### config.mk
export PLATFORM = sky130hd
export DESIGN_NAME = ssp_top
export DESIGN_NICKNAME = d
export VERILOG_FILES = /design/src/rtl/ssp_pkg.sv /design/src/rtl/ssp_baud.sv /design/src/rtl/ssp_sync.sv /design/src/rtl/ssp_shift.sv /design/src/rtl/ssp_top.sv
export SDC_FILE = /design/constraint.sdc
export NUM_CORES = 1
export LEC_CHECK = 0
export ABC_AREA = 1
export BUFFER_PORTS_ARGS = -buffer_cell sky130_fd_sc_hd__buf_2
export CORE_ASPECT_RATIO = 2
export CORE_MARGIN = 5
export CORE_UTILIZATION = 30
export CTS_CLUSTER_SIZE = 24
export DETAILED_ROUTE_END_ITERATION = 8
export SETUP_SLACK_MARGIN = 0.1
export SLEW_MARGIN = 10
export SYNTH_ARGS = -nofsm -noshare
export SYNTH_HDL_FRONTEND = slang
export SYNTH_HIERARCHICAL = 1
export SYNTH_SLANG_ARGS = --single-unit
### constraint.sdc
create_clock -name clk -period 2.5 [get_ports clk]
set_clock_uncertainty 0.2 [all_clocks]
set_input_delay 0.5 -clock clk [delete_from_list [all_inputs] [get_ports clk]]
set_output_delay 0.5 -clock clk [all_outputs]
set_load 0.02 [all_outputs]
### src/rtl/ssp_pkg.sv
package ssp_pkg;
  // per-cycle shift events decoded from the active clock source
  typedef struct packed {
    logic edge_hit;  // a shift clock edge occurred this cycle
    logic lead;      // edge leaves the idle level
    logic drive;     // present next output bit
    logic sample;    // capture one input bit
    logic last;      // final edge of the character
  } ssp_ev_t;
endpackage

### src/rtl/ssp_baud.sv
module ssp_baud #(
  parameter int W = 16
) (
  input  logic         clk,
  input  logic         rst_n,
  input  logic         run,
  input  logic [W-1:0] div,
  output logic         tick
);
  logic [W-1:0] cnt;
  logic [W-1:0] reload;

  always_comb reload = (div == '0) ? W'(1) : div;

  always_ff @(posedge clk or negedge rst_n) begin
    if (!rst_n)              cnt <= '0;
    else if (!run)           cnt <= reload;
    else if (cnt == '0)      cnt <= reload;
    else                     cnt <= cnt - W'(1);
  end

  assign tick = run && (cnt == '0);
endmodule

### src/rtl/ssp_sync.sv
module ssp_sync #(
  parameter int STAGES = 2
) (
  input  logic clk,
  input  logic rst_n,
  input  logic async_in,
  output logic level,
  output logic toggled
);
  logic [STAGES-1:0] chain;
  logic              prev;

  always_ff @(posedge clk or negedge rst_n) begin
    if (!rst_n) begin
      chain <= '0;
      prev  <= 1'b0;
    end else begin
      chain <= {chain[STAGES-2:0], async_in};
      prev  <= chain[STAGES-1];
    end
  end

  assign level   = chain[STAGES-1];
  assign toggled = chain[STAGES-1] != prev;
endmodule

### src/rtl/ssp_shift.sv
module ssp_shift #(
  parameter int DW = 16,
  parameter int LW = 4,
  parameter int CW = 5
) (
  input  logic          clk,
  input  logic          rst_n,
  input  logic          load,
  input  logic          clear,
  input  logic          drive,
  input  logic          sample,
  input  logic          msb_first,
  input  logic [CW-1:0] nbits,
  input  logic [DW-1:0] load_data,
  input  logic          bit_in,
  output logic          dout,
  output logic [DW-1:0] rx_word
);
  logic [DW-1:0] txsr, tx_src, rxsr, rx_base;
  logic [LW-1:0] top_idx;

  always_comb begin
    top_idx = LW'(nbits - CW'(1));
    tx_src  = load ? load_data : (clear ? '0 : txsr);
    rx_base = (load || clear) ? '0 : rxsr;
    rx_word = rx_base;
    if (sample) begin
      if (msb_first) rx_word = {rx_base[DW-2:0], bit_in};
      else           rx_word = (rx_base >> 1) | (DW'(bit_in) << top_idx);
    end
  end

  always_ff @(posedge clk or negedge rst_n) begin
    if (!rst_n) begin
      txsr <= '0;
      rxsr <= '0;
      dout <= 1'b0;
    end else begin
      rxsr <= rx_word;
      if (drive) begin
        dout <= msb_first ? tx_src[top_idx] : tx_src[0];
        txsr <= msb_first ? (tx_src << 1) : (tx_src >> 1);
      end else begin
        txsr <= tx_src;
      end
    end
  end
endmodule

### src/rtl/ssp_top.sv
module ssp_top import ssp_pkg::*; #(
  parameter int DW          = 16,
  parameter int BAUD_W      = 16,
  parameter int SYNC_STAGES = 2
) (
  input  logic                  clk,
  input  logic                  rst_n,
  input  logic [$clog2(DW)-1:0] cfg_len,
  input  logic                  cfg_msb_first,
  input  logic                  cfg_master,
  input  logic                  cfg_cpol,
  input  logic                  cfg_cpha,
  input  logic                  cfg_loop,
  input  logic [BAUD_W-1:0]     cfg_baud,
  input  logic [DW-1:0]         tx_data,
  input  logic                  tx_valid,
  output logic                  tx_ready,
  output logic [DW-1:0]         rx_data,
  output logic                  rx_valid,
  input  logic                  rx_ready,
  input  logic                  sclk_in,
  output logic                  sclk_out,
  input  logic                  sdi,
  output logic                  sdo,
  output logic                  tx_irq,
  output logic                  rx_irq,
  output logic                  err_irq
);
  localparam int LW = $clog2(DW);
  localparam int CW = $clog2(DW + 1);
  localparam int EW = $clog2(2 * DW + 1);

  logic [CW-1:0] nbits;
  logic [EW-1:0] ecnt, end_cnt;
  logic [DW-1:0] txbuf, rx_word;
  logic          txfull, act, sclk_q;
  logic          tick, s_lvl, s_tog, dout, bit_in;
  logic          underrun, load, overrun;
  ssp_ev_t       ev;

  always_comb begin
    nbits   = (cfg_len < LW'(2)) ? CW'(2) : CW'(cfg_len) + CW'(1);
    end_cnt = (EW'(nbits) << 1) - EW'(1);
  end

  ssp_baud #(.W(BAUD_W)) u_baud (
    .clk(clk), .rst_n(rst_n), .run(cfg_master && act),
    .div(cfg_baud), .tick(tick)
  );

  ssp_sync #(.STAGES(SYNC_STAGES)) u_sync (
    .clk(clk), .rst_n(rst_n), .async_in(sclk_in),
    .level(s_lvl), .toggled(s_tog)
  );

  // edge decode: a slave edge toward the idle level while idle is ignored
  always_comb begin
    ev.edge_hit = cfg_master ? tick : (s_tog && (act || (s_lvl != cfg_cpol)));
    ev.lead     = (ecnt[0] == 1'b0);
    ev.drive    = ev.edge_hit && (ev.lead == cfg_cpha);
    ev.sample   = ev.edge_hit && (ev.lead != cfg_cpha);
    ev.last     = ev.edge_hit && (ecnt == end_cnt);
    underrun    = !cfg_master && ev.edge_hit && !act;
    load        = !act && txfull && !underrun;
    overrun     = ev.last && rx_valid && !rx_ready;
  end

  assign bit_in = cfg_loop ? dout : sdi;

  ssp_shift #(.DW(DW), .LW(LW), .CW(CW)) u_shift (
    .clk(clk), .rst_n(rst_n), .load(load), .clear(underrun),
    .drive(ev.drive || (load && !cfg_cpha)), .sample(ev.sample),
    .msb_first(cfg_msb_first), .nbits(nbits), .load_data(txbuf),
    .bit_in(bit_in), .dout(dout), .rx_word(rx_word)
  );

  always_ff @(posedge clk or negedge rst_n) begin
    if (!rst_n) begin
      txbuf    <= '0;
      txfull   <= 1'b0;
      act      <= 1'b0;
      ecnt     <= '0;
      sclk_q   <= 1'b0;
      rx_data  <= '0;
      rx_valid <= 1'b0;
      tx_irq   <= 1'b0;
      rx_irq   <= 1'b0;
      err_irq  <= 1'b0;
    end else begin
      if (tx_valid && tx_ready) begin
        txbuf  <= tx_data;
        txfull <= 1'b1;
      end else if (load) begin
        txfull <= 1'b0;
      end

      if (ev.last)                  act <= 1'b0;
      else if (load || underrun)    act <= 1'b1;

      if (ev.last)                  ecnt <= '0;
      else if (ev.edge_hit)         ecnt <= ecnt + EW'(1);

      if (cfg_master && ev.edge_hit) sclk_q <= ~sclk_q;

      if (ev.last) begin
        rx_data  <= rx_word;
        rx_valid <= 1'b1;
      end else if (rx_valid && rx_ready) begin
        rx_valid <= 1'b0;
      end

      tx_irq  <= load;
      rx_irq  <= ev.last;
      err_irq <= underrun || overrun;
    end
  end

  assign tx_ready = !txfull;
  assign sdo      = dout;
  assign sclk_out = cfg_master ? (sclk_q ^ cfg_cpol) : cfg_cpol;
endmodule

==> impl_metrics.toml <==
[outcome]
status = "finished, final reports clean"

[routing]
viasPerCell = 4.88
vias = 5295
routedWlPerCell_um = 14.5
drt_pass1_iterations = 4
remaining_drc_errors = 0
antenna_left = 0
drt_iter0_drc = 270
totalWireLength_um = 15800

[clock_tree]
cts.sinks = 97
clk_pin_slew_ns = 0.08
cts_inserted_buffers = 9
htreeDepth = 3
cts_tree = "built"
cts-root-buf = "clkbuf_16"
insertion_delay_ns = 0.36
cts.path.max_buffers = 2

[global_routing]
grt_first_pass_wirelength_um = 25300
track_usage = 0.146
antenna_found_initial = 0
grt_pass1_vias = 5376
grt_max_degree = 90
grt_overflow = 0

[critical_path]
worstSetupEndpointType = "flip-flop"
slowest_stage = "dfrtp_1"
critical_path_buf_inv_count = 7
rrSetupSlack_ns = 0.16
path_cells = "nor2_2 -> nand2_1 -> nor2_2 -> nand2_2 -> nor2_2 -> nand2_2 -> buf_4 -> buf_6 -> buf_4 -> buf_4 -> buf_4 -> buf_4 -> buf_4 -> xnor2_2"
critPathKind = "reg -> reg"
cpLargestDelayFamily = "buffers and inverters"
slowest_delay_ns = 0.43
arrival_ns = 2.38
critPathRequiredTime_ns = 2.55
cp_max_fo = 3
cp_common_cell = "buf_4"
worstSetupStartpointType = "flip-flop"

[power]
p_total_w = 0.00634
vdd_ir_drop_max_v = 0.000344
power_density_mw_per_mm2 = 855
total_leakage_power_nw = 3.75

[final_layout]
fin_nets = 918
utilization = 0.407
antenna_cells = 0
synthToLayoutAreaGrowth_pct = 34.0
fillers = 1910
drive_above_1_share = 0.326

[sta]
finalMaxSlewViolations = 0
finalHoldViolCount = 0
maxSlewHeadroom = 0.672
finalCritPeriodShare = 0.935
worst_hold_slack_ns = 0.0514
worst_slew_pin_slew_ns = 0.493
fin_ws_ns = 0.163
rsz0062_at_grt = "true"
setup_violations = 0
fin_crit_ns = 2.34
fmax_mhz = 428

[floorplanning]
die_h_um = 202
die-area_mm2 = 0.0214
start_util = 0.304
io_pins = 70
rows = 70
die-width_um = 106
core_area_mm2 = 0.0182

[place]
gp_congestion = 0.866
pre_cts_ws_ns = -0.227
hpwl_um = 11300
port_buffers = 69

[synth]
syn-cell-area_mm2 = 0.00554
yosys_warnings = 6
synth_cells = 712
syn-num-nets = 765
avgSynthCellArea_um2 = 7.78

[flow_run]
drv_cap = 0

[hold_path]
min_path_type = "in -> reg"
[power by group]
part | switching [W] | internal [W]
clock | 0.000689 | 0.000795
combinational | 0.00137 | 0.00107
sequential | 0.000316 | 0.00211
[layer usage]
metal  share of wire  up-vias  global-route usage
met3           0.029       33              0.0182
met5               0        -                   0
met2            0.58       91               0.285
met1            0.36     2545               0.151
met4           0.033        0              0.0690
li1                -     2626                   -
[final timing paths]
path                                                start  cells past startpoint                   endpoint
worst max-delay path              u_baud/cnt[6]$_DFF_PN0_                     14         sclk_q$_DFFE_PN0P_
worst min-delay path                              sclk_in                      1  u_sync/chain[0]$_DFF_PN0_
worst max register to register    u_baud/cnt[6]$_DFF_PN0_                     14         sclk_q$_DFFE_PN0P_
worst min register to register  u_sync/chain[0]$_DFF_PN0_                      0  u_sync/chain[1]$_DFF_PN0_
max in group asynchronous                           rst_n                      3        ecnt[5]$_DFFE_PN0P_
min in group asynchronous                           rst_n                      2      txbuf[10]$_DFFE_PN0P_
[cell usage in the layout (no fill, tap or decap), types with 4 or more instances in the layout]
| master | count |
|---|---|
| nand2_1 | 226 |
| xnor2_1 | 6 |
| nor2_2 | 15 |
| nor2_1 | 38 |
| a21oi_1 | 5 |
| buf_2 | 70 |
| nor2_4 | 7 |
| nand4_1 | 22 |
| mux2_2 | 17 |
| buf_4 | 76 |
| buf_6 | 4 |
| inv_2 | 10 |
| xor2_1 | 7 |
| o221ai_2 | 5 |
| nand2_2 | 15 |
| clkbuf_16 | 11 |
| nand3_1 | 81 |
| o21ai_0 | 14 |
| o221ai_1 | 4 |
| o211ai_1 | 7 |
| a21oi_2 | 4 |
| inv_1 | 63 |
| buf_12 | 6 |
| o21ai_2 | 14 |
| dfrtp_1 | 97 |
| ha_1 | 5 |
[flip-flops by register name (all words and copies together) (netlist names), 2 cells and up]
register	flops
rx_data	16
txbuf	16
u_baud/cnt	16
u_shift/rxsr	16
u_sync/chain	2
ecnt	6
u_shift/txsr	16
[area by class of cell]
cell class,count,area (um^2),share of cell area
multi-input cells,517,2900,0.390
flip-flops and latches,97,2430,0.327
repair buffers,163,1220,0.164
inverters,77,298,0.0401
well taps,216,270,0.0364
clock buffers,9,225,0.0303
clock inverters,7,83.8,0.0113
[metrics by stage]
stage / instances / TNS [ns] / instance area, um^2
after global routing: 1086 / -0.0293 / 7420
after CTS: 1070 / 0 / 7080
after floorplan: 712 / 0 / 5550
final: 1086 / 0 / 7420
after global placement: 1037 / -4.25 / 6540
after detailed placement: 1037 / -4.89 / 6540
[timing repair]
item | 4_1_cts | 5_1_grt
endpoints found under the hold margin | 8 | 0
cloned | 2 | 4
hold buffers | 1 | 0
gates resized for setup | 24 | 59
pin swaps | 7 | 28
buffers inserted | 14 | 13
setup endpoints to repair | 24 | 49
(Power assumes the default switching activity.)
